$ cat src/rtl/bcg_pkg.sv
package bcg_pkg;

    localparam int LEN_LOG2_W = 2;

    typedef enum logic {
        ORD_WRAP = 1'b0,
        ORD_XOR  = 1'b1
    } order_e;

    typedef enum logic [2:0] {
        LC_ONE  = 3'b000,
        LC_TWO  = 3'b001,
        LC_FOUR = 3'b010,
        LC_EIGHT = 3'b011,
        LC_PAGE = 3'b111
    } len_code_e;

    typedef struct packed {
        logic [LEN_LOG2_W-1:0] len_log2;
        logic                  full;
        order_e                order;
        logic                  err;
    } burst_cfg_t;

    function automatic logic [LEN_LOG2_W-1:0] code_to_log2(input logic [2:0] code);
        return code[LEN_LOG2_W-1:0];
    endfunction

endpackage

$ cat src/rtl/bcg_mode_decode.sv
module bcg_mode_decode
    import bcg_pkg::*;
(
    input  logic [2:0] len_code_i,
    input  logic       ord_i,
    input  logic       is_wr_i,
    input  logic       single_wr_i,
    output burst_cfg_t cfg_o
);
    burst_cfg_t raw;

    always_comb begin
        raw          = '0;
        raw.order    = order_e'(ord_i);
        unique case (len_code_i)
            LC_ONE, LC_TWO, LC_FOUR, LC_EIGHT: raw.len_log2 = code_to_log2(len_code_i);
            LC_PAGE: begin
                if (ord_i == 1'b0) raw.full = 1'b1;
                else               raw.err  = 1'b1;
            end
            default: raw.err = 1'b1;
        endcase
        cfg_o = raw;
        if (is_wr_i && single_wr_i) begin
            cfg_o.len_log2 = '0;
            cfg_o.full     = 1'b0;
        end
    end
endmodule

$ cat src/rtl/bcg_beat_counter.sv
module bcg_beat_counter
    import bcg_pkg::*;
#(
    parameter int COL_W = 9
) (
    input  logic             clk,
    input  logic             rst,
    input  logic             start_i,
    input  logic [COL_W-1:0] start_col_i,
    input  burst_cfg_t       cfg_i,
    input  logic             advance_i,
    input  logic             term_i,
    output logic             active_o,
    output logic [COL_W-1:0] cnt_o,
    output logic [COL_W-1:0] base_o,
    output burst_cfg_t       cfg_q_o,
    output logic             last_o
);
    logic [COL_W-1:0] beat_mask;

    assign beat_mask = (COL_W'(1) << cfg_q_o.len_log2) - COL_W'(1);
    assign last_o    = active_o && !cfg_q_o.full && (cnt_o == beat_mask);

    always_ff @(posedge clk) begin
        if (rst) begin
            active_o <= 1'b0;
            cnt_o    <= '0;
            base_o   <= '0;
            cfg_q_o  <= '0;
        end else if (start_i) begin
            active_o <= 1'b1;
            cnt_o    <= '0;
            base_o   <= start_col_i;
            cfg_q_o  <= cfg_i;
        end else if (term_i) begin
            active_o <= 1'b0;
        end else if (advance_i && active_o) begin
            if (last_o) active_o <= 1'b0;
            else        cnt_o    <= cnt_o + COL_W'(1);
        end
    end

    // each accepted advance moves exactly one beat
    a_r3_count_steps: assert property (@(posedge clk) disable iff (rst)
        active_o && advance_i && !last_o && !start_i && !term_i
        |=> active_o && cnt_o == $past(cnt_o) + COL_W'(1));

    // a start clears the beat number
    a_r2_start_clears: assert property (@(posedge clk) disable iff (rst)
        start_i |=> active_o && cnt_o == '0);
endmodule

$ cat src/rtl/bcg_col_map.sv
module bcg_col_map
    import bcg_pkg::*;
#(
    parameter int COL_W = 9
) (
    input  logic [COL_W-1:0] base_i,
    input  logic [COL_W-1:0] cnt_i,
    input  burst_cfg_t       cfg_i,
    output logic [COL_W-1:0] col_o
);
    logic [COL_W-1:0] low_mask;
    logic [COL_W-1:0] walked;

    always_comb begin
        if (cfg_i.full) low_mask = '1;
        else            low_mask = (COL_W'(1) << cfg_i.len_log2) - COL_W'(1);
        if (cfg_i.order == ORD_XOR) walked = base_i ^ cnt_i;
        else                        walked = base_i + cnt_i;
        col_o = (base_i & ~low_mask) | (walked & low_mask);
    end
endmodule

$ cat src/rtl/burst_col_gen.sv
module burst_col_gen
    import bcg_pkg::*;
#(
    parameter int COL_W = 9
) (
    input  logic             clk,
    input  logic             rst,
    input  logic             start_i,
    input  logic [COL_W-1:0] start_col_i,
    input  logic             is_wr_i,
    input  logic [2:0]       len_code_i,
    input  logic             ord_i,
    input  logic             single_wr_i,
    input  logic             advance_i,
    input  logic             term_i,
    output logic [COL_W-1:0] col_o,
    output logic             valid_o,
    output logic             last_o,
    output logic             cfg_err_o
);
    burst_cfg_t       cfg_new;
    burst_cfg_t       cfg_q;
    logic             active;
    logic [COL_W-1:0] cnt;
    logic [COL_W-1:0] base;
    logic [COL_W-1:0] upper_mask;

    bcg_mode_decode u_decode (
        .len_code_i  (len_code_i),
        .ord_i       (ord_i),
        .is_wr_i     (is_wr_i),
        .single_wr_i (single_wr_i),
        .cfg_o       (cfg_new)
    );

    bcg_beat_counter #(.COL_W(COL_W)) u_counter (
        .clk         (clk),
        .rst         (rst),
        .start_i     (start_i),
        .start_col_i (start_col_i),
        .cfg_i       (cfg_new),
        .advance_i   (advance_i),
        .term_i      (term_i),
        .active_o    (active),
        .cnt_o       (cnt),
        .base_o      (base),
        .cfg_q_o     (cfg_q),
        .last_o      (last_o)
    );

    bcg_col_map #(.COL_W(COL_W)) u_map (
        .base_i (base),
        .cnt_i  (cnt),
        .cfg_i  (cfg_q),
        .col_o  (col_o)
    );

    assign valid_o    = active;
    assign cfg_err_o  = active && cfg_q.err;
    assign upper_mask = cfg_q.full ? '0 : ~((COL_W'(1) << cfg_q.len_log2) - COL_W'(1));

    // first beat shows the supplied column
    a_r2_first_col: assert property (@(posedge clk) disable iff (rst)
        start_i |=> valid_o && col_o == $past(start_col_i));

    // terminate ends the burst
    a_r9_term_ends: assert property (@(posedge clk) disable iff (rst)
        term_i && !start_i |=> !valid_o);

    // advance alone cannot open a burst
    a_r10_idle_quiet: assert property (@(posedge clk) disable iff (rst)
        !valid_o && !start_i |=> !valid_o);

    // advancing past the final beat closes the burst
    a_r5_end_after_last: assert property (@(posedge clk) disable iff (rst)
        last_o && advance_i && !start_i && !term_i |=> !valid_o);

    // full page never flags a last beat
    a_r6_page_no_last: assert property (@(posedge clk) disable iff (rst)
        valid_o && cfg_q.full |-> !last_o);

    // last beat only inside a burst
    a_r12_last_in_burst: assert property (@(posedge clk) disable iff (rst)
        last_o |-> valid_o);

    // block bits above the burst length stay put between beats
    a_r3_upper_fixed: assert property (@(posedge clk) disable iff (rst)
        valid_o && advance_i && !last_o && !start_i && !term_i
        |=> (col_o & $past(upper_mask)) == ($past(col_o) & $past(upper_mask)));
endmodule

$ cat config.mk
export PLATFORM = sky130hd
export DESIGN_NAME = burst_col_gen
export DESIGN_NICKNAME = d
export VERILOG_FILES = /design/src/rtl/bcg_pkg.sv /design/src/rtl/bcg_mode_decode.sv /design/src/rtl/bcg_beat_counter.sv /design/src/rtl/bcg_col_map.sv /design/src/rtl/burst_col_gen.sv
export SDC_FILE = /design/constraint.sdc
export NUM_CORES = 1
export LEC_CHECK = 0
export BUFFER_PORTS_ARGS = -buffer_cell sky130_fd_sc_hd__buf_2
export CAP_MARGIN = 20
export CORE_MARGIN = 2
export CORE_UTILIZATION = 55
export CTS_CLUSTER_DIAMETER = 30
export CTS_CLUSTER_SIZE = 16
export DETAILED_ROUTE_END_ITERATION = 8
export PLACE_DENSITY = 0.79
export SLEW_MARGIN = 10
export SYNTH_ARGS = -nofsm -noshare
export SYNTH_HDL_FRONTEND = slang
export SYNTH_SLANG_ARGS = --single-unit
$ cat constraint.sdc
create_clock -name clk -period 2.69 [get_ports clk]
set_clock_uncertainty 0.05 [all_clocks]
set_input_delay 0.1345 -clock clk [delete_from_list [all_inputs] [get_ports clk]]
set_output_delay 0.1345 -clock clk [all_outputs]
set_load 0.02 [all_outputs]
# Yosys cells after proc, flatten, opt, wreduce, memory -nomap -nowiden
# Index checks and enable logic that the tools add are counted.
[totals]
reg_bits = 24
word_cells = 48
out_inout_bits = 12
[classes]
n_reduce_logical = 13
bitwise_logic = 7
n_shift = 1
muxes = 12
n_addsub = 3
eq_ne = 5
[op_table]
columns = ["op", "n"]
rows = [
  ["9-bit AND", 2],
  ["9-bit two-way mux", 2],
  ["9-bit by 1-bit adder with 9-bit output (second input constant)", 1],
  ["9-bit adder", 1],
  ["9-bit equality test", 1],
  ["9-bit NOT", 1],
  ["9-bit bitwise OR", 1],
  ["1-bit by 2-bit << shifter with 9-bit output (first input constant)", 1],
  ["9-bit by 2-bit subtractor with 9-bit output (second input constant)", 1],
  ["9-bit XOR", 1],
  ["1-bit two-way mux", 7],
  ["3-bit by 2-bit equality test with 1-bit output (second input constant)", 2],
  ["3-bit nonzero test", 2],
  ["1-bit logical AND", 5],
  ["4-bit OR reduction", 1],
  ["3-bit by 1-bit equality test with 1-bit output (second input constant)", 1],
  ["3-bit equality test (second input constant)", 1],
  ["3-bit logical NOT", 1],
  ["3-bit two-way mux", 1],
  ["3-bit AND reduction", 1],
  ["2-bit two-way mux", 1],
  ["1-bit NOT", 2],
  ["1-bit one-hot mux with 2 select lines", 1],
  ["2-bit AND reduction", 1],
  ["2 further kinds", 2],
]

# Logic depth before layout (Yosys ltp)
# Gate-level depths: netlist (run 1).
[depth]
word_depth = 8
ltp_mapped = 8
ltp_nobuf = 8

# Hierarchy
# Synthesis (run 1) repeated with hierarchy kept, for this count alone.
[hier_totals]
cells_unflattened = 219
area_unflattened_um2 = 1811.7
[modules_own_cells]
columns = ["mod", "area_per_inst_um2", "n_inst", "seq_area_each_um2", "cells_each"]
rows = [
  ["bcg_beat_counter", 1152.4, 1, 480.5, 128],
  ["bcg_col_map", 596.8, 1, 0.0, 82],
  ["bcg_mode_decode", 56.3, 1, 0.0, 8],
  ["burst_col_gen", 6.3, 1, 0.0, 1],
]

# Worst setup path before layout (run 1)
# OpenSTA, ideal clock, no wires.
[synth_path]
path_kind = "flip-flop to output port"
start = "register u_counter.cnt_o[0]"
end = "output col_o[8]"
path_stages_with_launch = 9
arrival_ns = 2.112
slack_ns = 0.393
cell_sequence = "dfxtp_1 ha_1 inv_1 fa_1 nand2b_1 a211oi_1 a21oi_1 mux2i_1 xnor2_1"
[synth_between]
elab_chain_len = 4
[synth_lines]
columns = ["element", "line", "rtl"]
rows = [
  ["start: declaration", "bcg_beat_counter.sv:14", "output logic [COL_W-1:0] cnt_o,"],
  ["start signal: assignment", "bcg_beat_counter.sv:39", "else cnt_o <= cnt_o + COL_W'(1);"],
  ["9-bit adder", "bcg_col_map.sv:18", "else walked = base_i + cnt_i;"],
  ["9-bit two-way mux", "bcg_col_map.sv:17", "if (cfg_i.order == ORD_XOR) walked = base_i ^ cnt_i;"],
  ["9-bit AND", "bcg_col_map.sv:19", "col_o = (base_i & ~low_mask) | (walked & low_mask);"],
  ["9-bit bitwise OR", "bcg_col_map.sv:19", ""],
  ["end: declaration", "burst_col_gen.sv:16", "output logic [COL_W-1:0] col_o,"],
]
# Every way passes these cells.

# Worst setup path in the final report (run 1)
[layout_path]
start = "register u_counter.cnt_o[0]"
end = "output col_o[4]"
# The elaborated chain is that of the path after synthesis.

==> results, run 1 <==
- The smallest clock period supported by the final layout is computed as 2.58 ns.
- The combined buffer and inverter count along the critical path is 3.
- Pin placement for this block handled 32 I/O pins.
- The wire length of the first global-routing pass is 5.81 mm.
- The antenna diode count is 0.
- The detailed-route vias per instance is 5.74.
- For this configuration, the core starts out at a cell density of 0.562.
- Traced cell by cell, the critical path runs through ha_1 -> inv_1 -> fa_1 -> nand2b_4 -> a211oi_4 -> buf_4 -> xor2_1 -> mux2_2 -> buf_2.
- The switching fraction of total power is 0.293.
- The pre-antenna-repair detailed-routing pass consisted of 4 iterations.
- The total nets after synthesis is 225.
- The clock latency at the later pin of the worst-skew pair is 0.32 ns.
- The number of violations of the max-capacitance limit is 0.
- The number of setup violations in the final report is 0.
- The warning count from the yosys run is 0.
- Of the cells placed in the final design, the portion with a size suffix greater than 1 is 0.236.
- In this run, the number of DRC markers left after iteration 0 of detailed routing was 72.
- In the global route stage, overall resource usage came out at 0.213.
- The logic gate share of total power is 0.219.
- The run finished, with violations left.
- The standard cell with the maximum stage delay on the critical path is dfxtp_4.
- Dividing the synthesized area by the synthesized cell count gives 8.67 µm².
- In this design, the stage delay of the slowest critical-path cell is 0.38 ns.
- The floorplan step set the die width to 59.2 µm.
- The commonest cells after synthesis are dfxtp_1 (24), nor2_1 (24), nand2_1 (15), mux2i_1 (14).
- The area share of the leading cell type in the synthesized netlist is 0.287.
- The maximum resistive drop on vdd is 0.333 mV.
- Counting flops and latches in the post-synthesis netlist gives 24.
- The number of distinct library cells after synthesis is 50.
- Headroom to the max-slew limit came out at 0.620.
- The number of placement rows is 20.
- After synthesis, the share of flip-flops with an asynchronous set or reset is 0.
- The design internal power is 490 µW.
- The final-report max-slew violation count is 0.
- The number of H-tree levels is 1.
- The number of cells produced by synthesis is 193.
- Data on the critical path is required at its endpoint by 2.51 ns.
- The path type of the worst setup path is reg2out.
- The ratio of total power to cell area is 347 nW/µm².
- The final antenna-violating net count is 0.
- For this design the static power due to leakage is 0.878 nW.
- The category of the worst setup path capture point is an output pin.
- For the worst setup path, the data arrival time is 2.40 ns.
- The mapped netlist covers 1670 µm².
- The placed instances occupy a cell area of 1840 µm².
- Global routing finished with a remaining overflow of 0.
- The congestion estimate from routability-driven global placement came to 0.782.
- The clock transition at the register clock pins on the worst setup and hold paths after CTS is 0.12 ns.
- The transition time at the pin with the least slew margin is 0.570 ns.
- Detailed routing inserted a total of 1527 vias.
- The largest delay contributor family on the critical path is adder cells.
- On the final layout, the worst hold slack is -0.00127 ns.
- Of the total power, registers draw 0.550.
- Clock tree synthesis selected as its root buffer the cell clkbuf_4.
- TritonCTS built the clock tree.
- The startpoint kind of the worst setup timing path is a register.
- The number of antenna violations at the first check in global routing is 0.
- The worst min-delay path category is in2reg.
- The die covers 3500 µm².
- The height of the die is 59.2 µm.
- The core region is 2980 µm².
- The post-synthesis sequential area ratio is 0.287.
- Input and output buffers added on the ports amount to 31.
- The final hold violation count came to 1.
- The signed area change from the synthesized netlist to the final layout is 19.5%.
- Based on the critical path, the design can be clocked at up to 387 MHz.
- The final reports fail on negative hold slack.
- The completed layout was analyzed and its total power is 693 µW.
- The post-layout instance area is 2000 µm².
- The via count of the first global-routing pass is 1308.
- Dividing the final minimum period by the clock period gives 0.960.
- The number of sinks driven by the clock tree is 24.
- Yosys attributes the largest share of cell area to dfxtp_1 (29%), mux2i_1 (8.4%), ha_1 (8.2%), nor2_1 (5.4%), xnor2_1 (4.2%).
- The total length of routed wires is 3.66 mm.
- The number of clock buffers inserted by TritonCTS is 3.
- Entering global routing, the biggest net connects 25 pins.
- The average detailed-routed wire length per instance is 13.8 µm.
- The maximum fanout count along the critical path is 4.
- The share of total power dissipated in the clock network is 0.232.
- After detailed routing, the number of remaining DRC violations is 0.
- In the final design database the tool counted 267 nets.
- Yosys mapped a number of flops with a built-in enable equal to 0.
- The top cell type by total area after synthesis is dfxtp_1.
- The post-detailed-placement half-perimeter wirelength is 2.58 mm.
- In the synthesized netlist the dominant register cell turns out to be dfxtp_1.
- Counting along the longest clock path gives a buffer depth of 2.
- The power spent charging and discharging nets is 203 µW.
[layout by cell type, fill, tap and decap left out, types with 4 or more instances in the layout]
| cell type | instances |
|---|---|
| a21oi_1 | 10 |
| buf_2 | 30 |
| buf_4 | 4 |
| dfxtp_1 | 21 |
| dlygate4sd3_1 | 9 |
| ha_1 | 11 |
| inv_1 | 9 |
| mux2i_1 | 14 |
| nand2_1 | 15 |
| nand2b_1 | 5 |
| nand4_1 | 4 |
| nor2_1 | 24 |
| nor3_1 | 5 |
| or3_1 | 4 |
| xnor2_1 | 8 |
[worst paths after layout]
kind / startpoint / to / slack [ns] / depth (start not counted)
worst max-delay path: u_counter.cnt_o[0]$_SDFFE_PP0P_ / col_o[4] / 0.11 / 9
worst min-delay path: start_col_i[1] / u_counter.base_o[1]$_SDFFE_PP0P_ / -0.001 / 3
worst max register to register: u_counter.cfg_q_o[3]$_SDFFE_PP0P_ / u_counter.cnt_o[3]$_SDFFE_PP0P_ / 0.61 / 7
worst min register to register: u_counter.cfg_q_o[0]$_SDFFE_PP0P_ / u_counter.cfg_q_o[0]$_SDFFE_PP0P_ / 0.43 / 2
[logic make-up after synthesis]
family	after synthesis	share of synthesized area
simple gates	75	0.231
compound gates	38	0.174
flops	24	0.287
mux	17	0.104
buf+inv	15	0.0426
xor+xnor	12	0.0673
fa+ha+maj	12	0.0942
[worst min-delay path, cell delays in order]
cell and delay [ns]:
buf_2 0.07, mux2i_1 0.05, nor2_1 0.07
[timing repair]
| item | 4_1_cts | 5_1_grt |
|---|---|---|
| hold endpoints to repair | 9 | 0 |
| pin swaps | 0 | 1 |
| resized for setup | 1 | 8 |
| hold buffers | 9 | 0 |
| setup buffers | 0 | 2 |
| endpoints found under the setup margin | 3 | 3 |
[state kept, by name (all words and copies together), names as in the netlist]
signal / cells
u_counter.base_o: 9
u_counter.cnt_o: 9
u_counter.cfg_q_o: 5
u_counter.active_o: 1
[metal layers]
layer	part of all wire	global-route usage
met3	0.030	0.0393
met4	0.0057	0.0422
met1	0.47	0.282
met5	0	0
met2	0.49	0.362
[through the flow]
step            util  cells  setup TNS, ns  worst slack (ns)  hold slack [ns]
6_report       0.671    266              0             0.108         -0.00127
5_1_grt        0.671    266       -0.00773          -0.00773         0.000905
4_1_cts        0.657    264              0           0.00834          0.00143
3_5_place_dp   0.618    252              0             0.238            0.312
3_3_place_gp   0.618    252              0             0.261            0.305
2_1_floorplan      -    193              0             0.393            0.198
[final cells by class]
class,instances,area [µm²]
Multi-Input combinational cell,154,1140
Fill cell,241,978
Sequential cell,24,487
Timing Repair Buffer,43,270
Tap cell,33,41.3
Inverter,9,33.8
Clock buffer,3,22.5
[power groups by stage]
stage	Combinational, mW	Sequential [mW]	Clock [mW]
floorplan	0.102	0.385	0
global placement	0.138	0.389	0
detailed placement	0.139	0.389	0
CTS	0.150	0.381	0.167
global route	0.167	0.383	0.180
finish	0.152	0.381	0.161
(Power assumes the default switching activity.)
==> run 2, diff against run 1 <==
--- a/config.mk
+++ b/config.mk
@@ -8,11 +8,11 @@
 export BUFFER_PORTS_ARGS = -buffer_cell sky130_fd_sc_hd__buf_2
 export CAP_MARGIN = 20
 export CORE_MARGIN = 2
-export CORE_UTILIZATION = 55
+export CORE_UTILIZATION = 50
 export CTS_CLUSTER_DIAMETER = 30
 export CTS_CLUSTER_SIZE = 16
 export DETAILED_ROUTE_END_ITERATION = 8
-export PLACE_DENSITY = 0.79
+export PLACE_DENSITY = 0.76
 export SLEW_MARGIN = 10
 export SYNTH_ARGS = -nofsm -noshare
 export SYNTH_HDL_FRONTEND = slang
==> constraint.sdc (replaced) <==
create_clock -name clk -period 2.2 [get_ports clk]
set_clock_uncertainty 0.05 [all_clocks]
set_input_delay 0.44 -clock clk [delete_from_list [all_inputs] [get_ports clk]]
set_output_delay 0.44 -clock clk [all_outputs]
set_load 0.02 [all_outputs]
==> run 2 against run 1 <==
Against the previous run: the run ends with negative setup slack left; combinational power is 64% higher; die area is 9.3% higher; hold slack better by 0.27 ns; final area is 20% higher; first-iteration DRC count is 1.4% higher; flip-flop and latch count stayed put; global-route usage is 3.1 points higher; clock power is 48% higher; non-clock buffer count is 27 higher; critical path depth stayed put; worst setup slack worse by 0.65 ns; sequential power is 22% higher.
==> results, run 2 (synthesized netlist as in run 1, its figures left out) <==
- The final antenna-violating net count is 0.
- Entering global routing, the biggest net connects 20 pins.
- The worst-case IR drop observed on VDD is 0.295 mV.
- The worst setup path is launched from a register.
- The category of the worst setup path capture point is an output pin.
- The completed layout was analyzed and its total power is 951 µW.
- In the final layout, the share of cells above drive strength 1 is 0.441.
- For this run, design rule violations remaining after detail routing come to 0.
- TritonCTS built the clock tree.
- The number of H-tree levels is 1.
- Clock-pin slew was measured on the worst setup and hold paths at 0.14 ns.
- Setup repair after global routing could not meet its margin everywhere.
- Leaving out fill and tap cells, the most frequent cells in the layout are buf_4 (36), buf_2 (25), nor2_1 (22).
- The multi-input logic area is 1270 µm².
- The final critical path time including I/O delays and setup is 2.74 ns.
- The initial cell density of the core is 0.509.
- The antenna diode count is 0.
- The commonest non-fill, non-tap cell in the layout is buf_4.
- The worst relative slew slack is 0.603.
- Setup violations remaining at the end of the flow were counted as 9.
- The cts-stage hold buffer count is 0.
- The number of sinks driven by the clock tree is 24.
- The length of the first detailed-routing pass in iterations is 4.
- Detailed placement ended at an HPWL of 3.03 mm.
- The tree is rooted in a clkbuf_4.
- The first global-routing pass estimated 6.83 mm of wire.
- The fraction of the cycle the final worst path needs is 1.25.
- The number of antenna violations at the first check in global routing is 0.
- The stage delay of the slowest cell on the critical path is 0.38 ns.
- The number of placement rows is 21.
- Buffers inserted during clock tree synthesis total 3.
- The routability congestion estimate from global placement is 0.953.
- Data on the critical path arrives at its endpoint at 2.25 ns.
- The count of pins on the block boundary is 32.
- The quantity of I/O buffers inserted on ports is 31.
- The maximum fanout count along the critical path is 3.
- The instance count after placement with tap cells included is 295.
- The region available for standard cell placement spans 3280 µm².
- The setup path with the least slack is of type reg2out.
- Traced cell by cell, the critical path runs through ha_4 -> inv_2 -> fa_2 -> nand2b_4 -> a211oi_4 -> a21oi_2 -> mux2i_2 -> xnor2_2 -> buf_4.
- After the last flow step, the layout net total stands at 294.
- The number of violations of the max-capacitance limit is 0.
- The total overflow reported by the global router is 0.
- The path class of the tightest hold or removal check is in2reg.
- The flow ran to the end, but the final reports show violations.
- Across all setup checks in the final design, the least slack found is -0.542 ns.
- The final reports fail on negative setup slack.
- Data on the critical path is required at its endpoint by 1.71 ns.
- Wires add up to 4.39 mm.
- The via count of the first global-routing pass is 1558.
- The transition time at the pin with the least slew margin is 0.594 ns.
- In this run the power density over the cells is 398 nW/µm².
- The detailed-route vias per instance is 5.50.
- Across every metal layer, demand over resource in global routing totals 0.244.
- Hold is met by 0.268 ns.
- The leakage component of the power is 1.07 nW.
- The die is 61.8 µm tall.
- Relative to the synthesized area, the layout overhead comes to 42.9%.
- From left edge to right edge, the die measures 61.8 µm.
- The final hold violation count came to 0.
- The final-report max-slew violation count is 0.
- The starting DRC count in detailed routing is 73.
- On the critical path, the stage with the largest delay is an instance of dfxtp_2.
- For this run, the top clock speed supported by timing is 365 MHz.
- The later pin in the worst-skew pair is clocked with a latency of 0.32 ns.
- The count of cells in the finished layout, fillers not included, comes to 307.
- The area enclosed by the die boundary is 3820 µm².
- The largest registers in the layout are u_counter.base_o: 9 flops, u_counter.cnt_o: 9 flops, u_counter.cfg_q_o: 5 flops.
- The clock passes through at most 2 buffers.
- After filler insertion, the fill cell instance count of the layout stands at 237.
- Dividing the detail-routed wire length by the instance count gives 14.3 µm.
- The final route contains 1690 vias.
- Registers take 492 µm².
-- run 2: changes by cell type in the layout (fill, tap and decap cells not counted), moves of 2 or more --
cell	before	now
buf_4	4	36
buf_6	0	9
dlygate4sd3_1	9	0
buf_2	30	25
dfxtp_1	21	17
dfxtp_2	2	6
ha_1	11	7
ha_4	0	4
inv_1	9	7
nor2_1	24	22
o21ai_2	0	2
xnor2_1	8	6
xnor2_2	1	3
-- run 2: what timing repair did --
item                       CTS  global route
resized for setup           31            13
pin swaps                   10             6
buffers inserted             6             2
setup endpoints to repair    9            15
-- run 2: per-layer routing --
metal	GRT usage	part of all wire
met1	0.298	0.42
met2	0.427	0.51
met3	0.0352	0.054
met4	0.100	0.019
met5	0	0
-- run 2: critical path: cells and delay by family, from the launching register on --
family,cells,cell delay (ns)
adder cells (fa/ha/maj),2,0.49
flip-flops,1,0.38
AO/OA/AOI/OAI,2,0.36
AND/OR/NAND/NOR,1,0.16
multiplexers,1,0.24
XOR/XNOR,1,0.14
buffers and inverters,2,0.18
-- run 2: worst paths after layout --
| check | from | cells after the start | endpoint | slack [ns] |
|---|---|---|---|---|
| min | advance_i | 2 | u_counter.active_o$_SDFFE_PP0P_ | 0.27 |
| max reg2reg | u_counter.cfg_q_o[3]$_SDFFE_PP0P_ | 9 | u_counter.cnt_o[3]$_SDFFE_PP0P_ | 0.09 |
| min reg2reg | u_counter.cfg_q_o[0]$_SDFFE_PP0P_ | 2 | u_counter.cfg_q_o[0]$_SDFFE_PP0P_ | 0.42 |
| max | u_counter.base_o[0]$_SDFFE_PP0P_ | 9 | col_o[8] | -0.54 |
-- run 2: cell type report --
cell class,instances,area share
multi-input combinational,154,0.532
timing repair buffer,70,0.208
sequential,24,0.206
tap,46,0.0241
clock buffer,4,0.0152
inverter,9,0.0152
-- run 2: where the power goes --
part	switching [mW]	leakage, nW	internal (mW)	total, mW
clock network	0.138	0.0210	0.101	0.239
registers	0.0136	0.200	0.449	0.463
logic	0.121	0.853	0.128	0.249
total	0.273	1.07	0.678	0.951
-- run 2: metrics by stage --
step,util,TNS (ns),area (µm²),setup WS (ns)
CTS,0.708,-2.91,2320,-0.543
global route,0.728,-3.95,2390,-0.647
finish,0.728,-3.08,2390,-0.542
detailed placement,0.650,-0.790,2130,-0.270
floorplan,-,-0.180,1730,-0.101
global placement,0.650,-0.724,2130,-0.236
==> run 3, diff against run 2 <==
--- a/config.mk
+++ b/config.mk
@@ -7,6 +7,7 @@
 export LEC_CHECK = 0
 export BUFFER_PORTS_ARGS = -buffer_cell sky130_fd_sc_hd__buf_2
 export CAP_MARGIN = 20
+export CORE_ASPECT_RATIO = 0.7
 export CORE_MARGIN = 2
 export CORE_UTILIZATION = 50
 export CTS_CLUSTER_DIAMETER = 30
==> run 3 against run 2 <==
Against the previous run: highest routed layer unchanged; non-clock buffer count is 2 higher; global-route usage is 1.3 points higher; final area is 2.1% higher; flip-flop and latch count stayed put; largest cell class unchanged; power is 9.0% higher; the run still ends with negative setup slack left; largest power group unchanged; critical path depth stayed put; cell count is 2.0% lower.
==> results, run 3 (synthesized netlist as in run 1, its figures left out) <==
- The die is 73.1 µm wide.
- The checks that failed: negative setup slack.
- The first routing iteration left 194 violations.
- Leaving out fill and tap cells, the most frequent cell in the layout is buf_4.
- At the pin with the least slew margin, the transition time is 0.611 ns.
- The required time of the critical path is 1.71 ns.
- The longest clock path from root to sink contains 2 buffers.
- The tool flagged a number of max-cap violations equal to 0.
- Before antenna repair, the detailed router went through 4 iterations.
- The startpoint kind of the worst setup timing path is a register.
- Compared with the post-synthesis result, the final layout area differs by 46.0%.
- Counting tap cells, the placed design contains a total of 288 instances.
- The worst relative slew slack is 0.591.
- The clock transition at the register clock pins on the worst setup and hold paths after CTS is 0.09 ns.
- The flow ran to the end, but the final reports show violations.
- The buffer type at the clock tree root is clkbuf_8.
- The final critical path time including I/O delays and setup is 2.68 ns.
- The standard cell with the maximum stage delay on the critical path is dfxtp_2.
- The startpoint of the worst hold path is advance_i.
- The largest delay contributor family on the critical path is adder cells.
- Counting instances, the worst hold path has a depth of 2.
- Of the cells placed in the final design, the portion with a size suffix greater than 1 is 0.468.
- The fraction of the cycle the final worst path needs is 1.22.
- The number of antenna violations at the first check in global routing is 0.
- Setup repair after global routing could not meet its margin everywhere.
- The number of inserted filler cells in the final layout is 202.
- Setup violations remaining at the end of the flow were counted as 8.
- The pin count of the biggest net entering global routing is 19.
- The signal on the critical path passes through ha_4 -> inv_2 -> fa_2 -> nand2b_4 -> a211oi_4 -> a21oi_2 -> mux2i_2 -> xnor2_2 -> buf_4.
- Leaving out fill and tap cells, the most frequent cells in the layout are buf_4 (41), buf_2 (25), nor2_1 (24).
- The leakage component of the power is 1.08 nW.
- The detail route stage leaves a number of antenna-violating nets equal to 0.
- The worst min-delay path category is in2reg.
- For this run, the total global-route usage over all layers was measured as 0.257.
- The average detailed-routed wire length per instance is 16.2 µm.
- The clock latency at the later pin of the worst-skew pair is 0.27 ns.
- The number of cells on the worst reg-to-reg path is 9.
- The end of the worst hold path is u_counter.active_o$_SDFFE_PP0P_.
- The relative contribution of sequential cells to total power is 0.448.
- Timing analysis after detailed placement gives a worst setup slack of -0.233 ns.
- The final hold violation count is 0.
- During I/O placement, the number of pins put on the boundary was 32.
- The number of sinks driven by the clock tree is 24.
- In the routed design, unresolved DRC markers number 0.
- In this run the number of H-tree levels came out at 1.
- The logic gate share of total power is 0.254.
- At the end of the flow, the number of nets in the layout was 296.
- STA puts the critical path data arrival time at 2.19 ns.
- The final-report max-slew violation count was 0.
- The category of the worst setup path capture point is an output pin.
- On the worst path, the slowest cell contributes a delay of 0.36 ns.
- The worst setup path startpoint is u_counter.base_o[0]$_SDFFE_PP0P_.
- Along the worst path, the maximum fanout reaches 3.
- The routed layout has 1739 vias.
- After layout, the worst setup slack is -0.485 ns.
- Static timing analysis puts the maximum clock frequency at 372 MHz.
- Internal power comes to 743 µW.
- TritonCTS built the clock tree.
- The maximum resistive drop on vdd is 0.370 mV.
- Power spread over the standard cell area amounts to 424 nW/µm².
- Input and output buffers added on the ports amount to 31.
- The floorplan step defined a die boundary enclosing 3830 µm².
- The wire length of the first global-routing pass is 7.48 mm.
- Detailed placement ended at an HPWL of 3.18 mm.
- In the final layout, the registers with the most flip-flops are u_counter.base_o: 9 flops, u_counter.cnt_o: 9 flops, u_counter.cfg_q_o: 5 flops.
- The total overflow reported by the global router is 0.
- The via count of the first global-routing pass is 1566.
- Leaving out filler cells and counting taps, the final layout contains 301.
- Dividing the detail-routed via count by the number of cells gives 5.78.
- The core area is 3170 µm².
- The height of the die is 52.4 µm.
- The critical path contains buffers and inverters numbering 2 combined.
- Wires add up to 4.87 mm.
- Of the total power, the share spent switching nets is 0.283.
- The endpoint identified for the worst register-to-register timing path is u_counter.cnt_o[3]$_SDFFE_PP0P_.
- The initial utilization of the core area, before any placement, comes to 0.528.
- The worst register-to-register path begins at u_counter.cfg_q_o[4]$_SDFFE_PP0P_.
- Buffers inserted during clock tree synthesis total 3.
- The routability congestion estimate from global placement is 0.789.
- The floorplan has 17 rows.
- The clock group share of total power is 0.298.
- The repair_antennas step left the layout with diodes totalling 0.
- The path type of the worst setup path is reg2out.
- The minimum setup slack among reg-to-reg paths is 0.07 ns.
- For this design the total switching power over the nets is 294 µW.
-- run 3: cell types whose count changed in the layout (fill, tap and decap cells not counted), moves of 3 or more --
cell	previous run	this run
buf_4	36	41
a21oi_1	9	6
a21oi_2	2	5
clkbuf_8	1	4
dfxtp_1	17	13
buf_6	9	6
clkbuf_4	3	0
dfxtp_2	6	10
-- run 3: worst max-delay path by stage --
stage	to	slack, ns	cells past startpoint
floorplan	col_o[8]	-0.10	8
global placement	col_o[8]	-0.19	9
detailed placement	col_o[8]	-0.23	9
CTS	col_o[8]	-0.44	9
global route	col_o[8]	-0.57	9
finish	col_o[8]	-0.48	9
-- run 3: power groups by stage --
| stage | Combinational (mW) | Sequential, mW | Clock [mW] |
|---|---|---|---|
| 2_1_floorplan | 0.129 | 0.471 | 0 |
| 3_3_place_gp | 0.210 | 0.471 | 0 |
| 3_5_place_dp | 0.214 | 0.471 | 0 |
| 4_1_cts | 0.237 | 0.462 | 0.319 |
| 5_1_grt | 0.286 | 0.466 | 0.337 |
| 6_report | 0.263 | 0.464 | 0.309 |
-- run 3: layout make-up --
type | instances | area (µm²) | area share
Clock buffer | 4 | 55.1 | 0.0225
Sequential cell | 24 | 497 | 0.203
Tap cell | 38 | 47.5 | 0.0195
Timing Repair Buffer | 72 | 500 | 0.205
Inverter | 9 | 33.8 | 0.0138
Multi-Input combinational cell | 154 | 1310 | 0.536
-- run 3: routing by layer --
metal | wire length (µm) | global-route usage | vias up
li1 | - | - | 849
met1 | 2220 | 0.366 | 813
met2 | 2220 | 0.381 | 63
met3 | 345 | 0.0692 | 14
met4 | 82 | 0.0710 | 0
met5 | 0 | 0 | -
-- run 3: per-stage QoR --
stage / area (µm²) / hold WS, ns / util / power (mW) / setup TNS, ns
5_1_grt: 2440 / 0.311 / 0.771 / 1.09 / -2.86
3_3_place_gp: 2130 / 0.397 / 0.672 / 0.680 / -0.593
3_5_place_dp: 2130 / 0.405 / 0.672 / 0.685 / -0.715
2_1_floorplan: 1730 / 0.382 / - / 0.600 / -0.180
4_1_cts: 2300 / 0.313 / 0.727 / 1.02 / -2.23
6_report: 2440 / 0.322 / 0.771 / 1.04 / -2.10
-- run 3: what timing repair did --
| item | CTS | global route |
|---|---|---|
| endpoints found under the setup margin | 9 | 13 |
| setup buffers | 5 | 4 |
| gates cloned | 0 | 0 |
| pin swaps | 9 | 9 |
| resized for setup | 23 | 23 |
| hold buffers | 0 | 0 |
-- run 3: worst reg2reg max path: cells and delay by family, from the launching register on --
family	cells	cell delay, ns
flip-flops	1	0.34
multiplexers	1	0.13
XOR/XNOR	1	0.12
buffers and inverters	2	0.25
adder cells (fa/ha/maj)	1	0.15
AND/OR/NAND/NOR	4	0.99
